## src/rtl/gpio_rt_pkg.sv

```systemverilog
package gpio_rt_pkg;

    typedef enum logic [1:0] {
        RT_NONE = 2'b00,
        RT_SMI  = 2'b01,
        RT_SCI  = 2'b10,
        RT_RSVD = 2'b11
    } route_e;

    typedef struct packed {
        logic smi;
        logic sci;
        logic wake;
    } evt_t;

    // S1..S5 are encodings 1..5; 0 is working, 6 and 7 unused
    function automatic logic in_sleep(input logic [2:0] s);
        return (s >= 3'd1) && (s <= 3'd5);
    endfunction

    // Spread a per-pin mask into a per-field (2 bits per pin) mask
    function automatic logic [63:0] expand_mask(input logic [31:0] m, input int n);
        logic [63:0] r;
        r = '0;
        for (int i = 0; i < 32; i++) begin
            if (i < n && m[i]) r[2*i +: 2] = 2'b11;
        end
        return r;
    endfunction

endpackage

```

## src/rtl/gpio_route_reg.sv

```systemverilog
module gpio_route_reg #(
    parameter int          NUM_PINS  = 16,
    parameter logic [31:0] IMPL_MASK = 32'h0000_FFFF,
    localparam int         REG_W     = 2 * NUM_PINS
) (
    input  logic             clk,
    input  logic             rst_n,
    input  logic             wr_en,
    input  logic [REG_W-1:0] wr_data,
    output logic [REG_W-1:0] route_q
);
    import gpio_rt_pkg::*;

    localparam logic [63:0] FULL_MASK = expand_mask(IMPL_MASK, NUM_PINS);

    logic [REG_W-1:0] route_d;
    logic [REG_W-1:0] keep_bits;

    // absent fields are tied to zero by construction of keep_bits
    for (genvar i = 0; i < NUM_PINS; i++) begin : g_field
        assign keep_bits[2*i +: 2] = FULL_MASK[2*i +: 2];
    end

    always_comb begin
        route_d = route_q;
        if (wr_en) route_d = wr_data & keep_bits;
    end

    always_ff @(posedge clk) begin
        if (!rst_n) route_q <= '0;
        else        route_q <= route_d;
    end

endmodule

```

## src/rtl/gpio_route_decode.sv

```systemverilog
module gpio_route_decode #(
    parameter int          NUM_PINS  = 16,
    parameter logic [31:0] IMPL_MASK = 32'h0000_FFFF,
    localparam int         REG_W     = 2 * NUM_PINS
) (
    input  logic [REG_W-1:0]    route,
    input  logic [NUM_PINS-1:0] sts,
    input  logic [NUM_PINS-1:0] is_input,
    input  logic [NUM_PINS-1:0] smi_en,
    input  logic [NUM_PINS-1:0] gpe_en,
    output logic [NUM_PINS-1:0] smi_hit,
    output logic [NUM_PINS-1:0] sci_hit,
    output logic [NUM_PINS-1:0] wake_hit
);
    import gpio_rt_pkg::*;

    for (genvar i = 0; i < NUM_PINS; i++) begin : g_pin
        if (IMPL_MASK[i]) begin : g_impl
            route_e code;
            logic   armed;
            assign code        = route_e'(route[2*i +: 2]);
            assign armed       = sts[i] & is_input[i];
            assign smi_hit[i]  = armed & smi_en[i] & (code == RT_SMI);
            assign sci_hit[i]  = armed & gpe_en[i] & (code == RT_SCI);
            assign wake_hit[i] = sts[i] & gpe_en[i];
        end else begin : g_absent
            logic unused_in;
            assign unused_in   = ^{route[2*i +: 2], sts[i], is_input[i], smi_en[i], gpe_en[i]};
            assign smi_hit[i]  = 1'b0;
            assign sci_hit[i]  = 1'b0;
            assign wake_hit[i] = 1'b0;
        end
    end

endmodule

```

## src/rtl/gpio_event_merge.sv

```systemverilog
module gpio_event_merge #(
    parameter int NUM_PINS = 16
) (
    input  logic                clk,
    input  logic                rst_n,
    input  logic [NUM_PINS-1:0] smi_hit,
    input  logic [NUM_PINS-1:0] sci_hit,
    input  logic [NUM_PINS-1:0] wake_hit,
    input  logic [2:0]          sleep_state,
    output gpio_rt_pkg::evt_t   evt_q
);
    import gpio_rt_pkg::*;

    evt_t evt_d;

    always_comb begin
        evt_d      = '0;
        evt_d.smi  = |smi_hit;
        evt_d.sci  = |sci_hit;
        evt_d.wake = (|wake_hit) & in_sleep(sleep_state);
    end

    always_ff @(posedge clk) begin
        if (!rst_n) evt_q <= '0;
        else        evt_q <= evt_d;
    end

endmodule

```

## src/rtl/gpio_event_router.sv

```systemverilog
module gpio_event_router #(
    parameter int          NUM_PINS  = 16,
    parameter logic [31:0] IMPL_MASK = 32'h0000_FFFF,
    localparam int         REG_W     = 2 * NUM_PINS
) (
    input  logic                clk,
    input  logic                rst_n,
    input  logic                wr_en,
    input  logic [REG_W-1:0]    wr_data,
    output logic [REG_W-1:0]    route_rd,
    input  logic [NUM_PINS-1:0] gpio_sts,
    input  logic [NUM_PINS-1:0] gpio_is_input,
    input  logic [NUM_PINS-1:0] smi_en,
    input  logic [NUM_PINS-1:0] gpe_en,
    input  logic [2:0]          sleep_state,
    output logic                smi_o,
    output logic                sci_o,
    output logic                wake_o
);
    import gpio_rt_pkg::*;

    logic [REG_W-1:0]    route_q;
    logic [NUM_PINS-1:0] smi_hit, sci_hit, wake_hit;
    evt_t                evt_q;

    gpio_route_reg #(.NUM_PINS(NUM_PINS), .IMPL_MASK(IMPL_MASK)) reg_i (
        .clk     (clk),
        .rst_n   (rst_n),
        .wr_en   (wr_en),
        .wr_data (wr_data),
        .route_q (route_q)
    );

    gpio_route_decode #(.NUM_PINS(NUM_PINS), .IMPL_MASK(IMPL_MASK)) dec_i (
        .route    (route_q),
        .sts      (gpio_sts),
        .is_input (gpio_is_input),
        .smi_en   (smi_en),
        .gpe_en   (gpe_en),
        .smi_hit  (smi_hit),
        .sci_hit  (sci_hit),
        .wake_hit (wake_hit)
    );

    gpio_event_merge #(.NUM_PINS(NUM_PINS)) mrg_i (
        .clk         (clk),
        .rst_n       (rst_n),
        .smi_hit     (smi_hit),
        .sci_hit     (sci_hit),
        .wake_hit    (wake_hit),
        .sleep_state (sleep_state),
        .evt_q       (evt_q)
    );

    assign route_rd = route_q;
    assign smi_o    = evt_q.smi;
    assign sci_o    = evt_q.sci;
    assign wake_o   = evt_q.wake;

endmodule

```

## config.mk

```make
export PLATFORM = sky130hd
export DESIGN_NAME = gpio_event_router
export DESIGN_NICKNAME = d
export VERILOG_FILES = /design/src/rtl/gpio_rt_pkg.sv /design/src/rtl/gpio_route_reg.sv /design/src/rtl/gpio_route_decode.sv /design/src/rtl/gpio_event_merge.sv /design/src/rtl/gpio_event_router.sv
export SDC_FILE = /design/constraint.sdc
export NUM_CORES = 1
export LEC_CHECK = 0
export ABC_AREA = 1
export BUFFER_PORTS_ARGS = -buffer_cell sky130_fd_sc_hd__clkbuf_2
export CAP_MARGIN = 10
export CORE_MARGIN = 5
export CORE_UTILIZATION = 44
export DETAILED_ROUTE_END_ITERATION = 6
export GPL_TIMING_DRIVEN = 0
export MAX_ROUTING_LAYER = met4
export PLACE_DENSITY = 0.85
export SYNTH_ARGS = -nofsm -noshare
export SYNTH_HDL_FRONTEND = slang
export SYNTH_SLANG_ARGS = --single-unit
```

## constraint.sdc

```tcl
create_clock -name clk -period 2.9 [get_ports clk]
set_clock_uncertainty 0.15 [all_clocks]
set_input_delay 0.725 -clock clk [delete_from_list [all_inputs] [get_ports clk]]
set_output_delay 0.725 -clock clk [all_outputs]
set_load 0.02 [all_outputs]
```

# Word level (Yosys, flattened, before mapping)
# Index checks and enable logic that the tools add are counted.
op_classes:
  magnitude_cmp: 2
  n_eq_ne: 32
  n_bitwise: 97
  reduce_logical: 4
op_table:
  columns: ["op", "count"]
  rows:
  - ["1-bit bitwise AND", 97]
  - ["16-bit OR reduction", 3]
  - ["2-bit by 1-bit equality test with 1-bit output, second input constant", 16]
  - ["2-bit equality test, second input constant", 16]
  - ["3-bit by 1-bit >= comparator with 1-bit output, second input constant", 1]
  - ["3-bit <= comparator, second input constant", 1]
  - ["1-bit logical AND", 1]
totals:
  word_cells: 139
  reg_bits: 35
  out_inout_bits: 35
  inputBits: 102

# Logic depth before layout (Yosys ltp)
logic_depth:
  depth_word: 4
  depth_mapped: 8
  ltp_nobuf: 8

# Cells and area by module
# Synthesis repeated with hierarchy kept, for this count alone.
hier_totals:
  cells_unflattened: 416
  hier_area_um2: 2235.9
modules_own_cells:
  columns: ["module", "seq_area_each_um2", "area_each_um2", "cells_per_inst", "instances"]
  rows:
  - ["gpio_route_reg", 640.6, 1335.0, 202, 1]
  - ["gpio_route_decode", 0.0, 640.6, 160, 1]
  - ["gpio_event_merge", 60.1, 260.2, 54, 1]

# Least setup slack after synthesis
# No wires, ideal clock.
synth_path:
  path_type: "input -> register"
  start: "in gpio_is_input[1]"
  end: "reg mrg_i.evt_q[1] (netlist name)"
  arrival_time_ns: 1.178
  stages: 8
  slack_ns: 1.459
  path_cell_list: "nand2_1 > nor2_1 > nand2_1 > nand2_1 > nor2_1 > nand2_1 > nor2_1 > nor2_1"
synth_between:
  elab_chain_len: 4
synth_rtl:
  columns: ["item", "line", "text"]
  rows:
  - ["start, declared", "gpio_event_router.sv:12", "input logic [NUM_PINS-1:0] gpio_is_input,"]
  - ["1-bit bitwise AND", "gpio_route_decode.sv:22", "assign armed = sts[i] & is_input[i];"]
  - ["1-bit bitwise AND (2 in series)", "gpio_route_decode.sv:24", "assign sci_hit[i] = armed & gpe_en[i] & (code == RT_SCI);"]
  - ["16-bit OR reduction", "gpio_event_merge.sv:19", "evt_d.sci = |sci_hit;"]
# Every way passes these cells.
# A chain may end at the register's enable or synchronous reset.

# Worst setup path in the final report
layout_path:
  start: "reg reg_i.route_q[17]"
  end: "out route_rd[17]"
layout_rtl:
  columns: ["item", "line", "text"]
  rows:
  - ["start, declared", "gpio_route_reg.sv:10", "output logic [REG_W-1:0] route_q"]
  - ["start signal, assigned", "gpio_route_reg.sv:31", "else route_q <= route_d;"]
  - ["end, declared", "gpio_event_router.sv:10", "output logic [REG_W-1:0] route_rd,"]
# No word-level cell between the ends.

==> impl_metrics.csv <==
group,metric,value,unit
outcome,status,"finished, final reports clean",
worst_setup_path,critPathSlowestCell,"dfxtp_1",
logic_synthesis,syn_inst,325,
clocking,ctsHoldBuffers,0,
timing,hold_slack,0.3469,ns
power,ir_drop,0.0002524,V
logic_synthesis,synth_edf_count,0,
timing,hold_viol_final,0,
die,rows,24,
timing,timing.slew.headroom,0.6636,
routing,wl_per_cell,13.28,um
logic_synthesis,dominantRegCellSynth,"dfxtp_1",
worst_hold_path,worstHoldEndpoint,"reg_i.route_q[27]",
routing,ant_nets,0,
clocking,cts_setup_buffers,0,
timing,fin_crit,1.748,ns
die,dieArea,0.005813,sq mm
worst_setup_path,crit_family,"flip-flops",
logic_synthesis,yosys_warnings,0,
worst_setup_path,r2r_cells,8,
grt,grt_max_degree,11,
grt,antenna_found_initial,0,
grt,grt_pass1_wl,10960,um
clocking,clk_pin_slew,0.07,ns
clocking,htree_levels,2,
clocking,insertion_delay,0.28,ns
worst_setup_path,slowest_delay,0.40,ns
power,p_seq_frac,0.444,
flow_run,cap_violations,0,
layout,nFillCells,417,
placement,io_buffers,136,
routing,vias,2545,
logic_synthesis,synth_seq_cells,35,
logic_synthesis,synth_cell_types,17,
worst_hold_path,whs_path_depth,2,
power,p_int,0.8525,mW
clocking,cts_resized,0,
power,p_sw,0.3675,mW
layout,area_growth,43.81,%
logic_synthesis,syn_area,0.001931,sq mm
clocking,cts_root_buffer,"clkbuf_8",
worst_hold_path,hp-class,"reg2reg",
placement,place_area,0.002676,sq mm
worst_setup_path,r2r-start,"reg_i.route_q[12]",
worst_setup_path,worstSetupPathType,"reg2out",
power,netSwitchingFraction,0.3012,
logic_synthesis,synth_area_leaders,"dfxtp_1 (36%), nand2_1 (18%), nor2_1 (17%)",
routing,route.detailed.drc,0,
logic_synthesis,yosys.area.top_type_share,0.3629,
worst_setup_path,r2r-end,"mrg_i.evt_q[2]",
power,combPwrFrac,0.240,
power,clock_power_share,0.315,
clocking,clock_path_buffers,2,
clocking,cts_tree,"built",
layout,finalNetCount,570,
power,power.static_leakage,1.676,nW
worst_setup_path,start_kind,"flop",
layout,drive_gt1_frac,0.3348,
timing,setup_violations,0,
logic_synthesis,yosys-top-cells-count,"nand2_1 (92), nor2_1 (86), inv_1 (39)",
grt,grtUsageTotal,0.2352,
worst_setup_path,reg2reg_slack,1.73,ns
logic_synthesis,synth_seq_area_share,0.3629,
worst_setup_path,end_kind,"primary output",
layout,design_area,0.002776,sq mm
clocking,cts.sinks,35,
worst_setup_path,crit_path_cell_trace,"clkbuf_2",
layout,n_antenna_cell,0,
routing,first_pass_iters,4,
timing,final_max_slew_viol_count,0,
timing,rsz0062_at_grt,"no",
timing,fmax,572.1,MHz
logic_synthesis,syn_nets,427,
die,die_y,76.24,um
logic_synthesis,post_synth.cell_area_avg,5.940,sq um
timing,worst_slew_pin_slew,0.5045,ns
routing,drt-vias-per-instance,4.885,
worst_setup_path,arrival,0.87,ns
placement,hpwl,5640,um
timing,finalSetupTns,0,ns
power,p_per_area,439.4,mW/mm^2
grt,overflow,0,
worst_setup_path,cp_max_fo,4,
power,power,1.220,mW
die,die_x,76.24,um
logic_synthesis,synthArstFlopShare,0,
die,io_pins,137,
die,core,0.004294,sq mm
logic_synthesis,synth_top_area_cell,"dfxtp_1",
worst_setup_path,path_buf_inv,1,
clocking,numCtsBuffers,5,
worst_setup_path,crit_required,2.03,ns
die,start_util,0.4496,
grt,grt_pass1_vias,2403,
routing,drt-initial-drc-count,112,
worst_hold_path,min_from,"reg_i.route_q[27]",
routing,routed_wl,6919,um
logic_synthesis,yosysMostFrequentCell,"nand2_1",
placement,gp_congestion,0.8504,
timing,post-route-period-util,0.6027,
[per-stage QoR]
step,utilization,setup slack [ns],instances
after global routing,0.6466,1.109,521
after global placement,0.6233,1.163,513
after floorplan,-,1.459,325
final,0.6466,1.152,521
after detailed placement,0.6233,1.133,513
after CTS,0.6466,1.154,521
[per-layer routing]
metal	GRT usage	up-vias	share of wire
li1	-	1293	-
met1	0.2636	1083	0.39
met2	0.4152	147	0.48
met3	0.05556	22	0.11
met4	0.06469	0	0.023
met5	-	-	0
[worst max path at each step]
stage	start	endpoint	slack [ns]	cells past startpoint
2_1_floorplan	gpio_is_input[1]	mrg_i.evt_q[1]	1.46	8
6_report	reg_i.route_q[17]	route_rd[17]	1.15	1
5_1_grt	reg_i.route_q[14]	route_rd[14]	1.11	1
4_1_cts	reg_i.route_q[17]	route_rd[17]	1.15	1
3_5_place_dp	rst_n	reg_i.route_q[28]	1.13	4
3_3_place_gp	rst_n	reg_i.route_q[4]	1.16	4
[registers in the layout, summed over array words and instances (netlist names)]
name	cells
reg_i.route_q	32
mrg_i.evt_q	3
[final cells by class]
type	count	area (sq um)	share of cell area
sequential	35	700.7	0.2524
buffer	9	61.31	0.02208
tap	52	65.06	0.02343
timing repair buffer	136	680.7	0.2452
multi-input combinational	241	1018	0.3668
inverter	40	150.1	0.05408
clock buffer	8	100.1	0.03605
[kinds of logic after synthesis]
| logic type | after synthesis | synth area share |
|---|---|---|
| AO/OA/AOI/OAI | 51 | 0.1452 |
| buffers and inverters | 49 | 0.1095 |
| AND/OR/NAND/NOR | 190 | 0.3824 |
| flip-flops | 35 | 0.3629 |
[power by group through the flow]
stage,clock network (mW),registers [mW],logic (mW)
2_1_floorplan,0,0.592,0.109
3_3_place_gp,0,0.552,0.286
3_5_place_dp,0,0.552,0.292
4_1_cts,0.388,0.542,0.294
5_1_grt,0.414,0.547,0.324
6_report,0.385,0.542,0.293
[tightest hold or removal path, stage by stage (launching register included)]
cell,delay [ns]
dfxtp_1,0.32
inv_1,0.07
a21oi_1,0.06
[cell usage in the layout, fill, tap and decap left out, drive strengths merged]
master	n
nand3	6
o21ai	32
nand2	92
buf	6
nand4	4
o31ai	1
nand3b	2
nor2	86
dfxtp	35
a21oi	18
inv	40
clkbuf	147
Note: power is estimated with default switching activity, not from simulation.
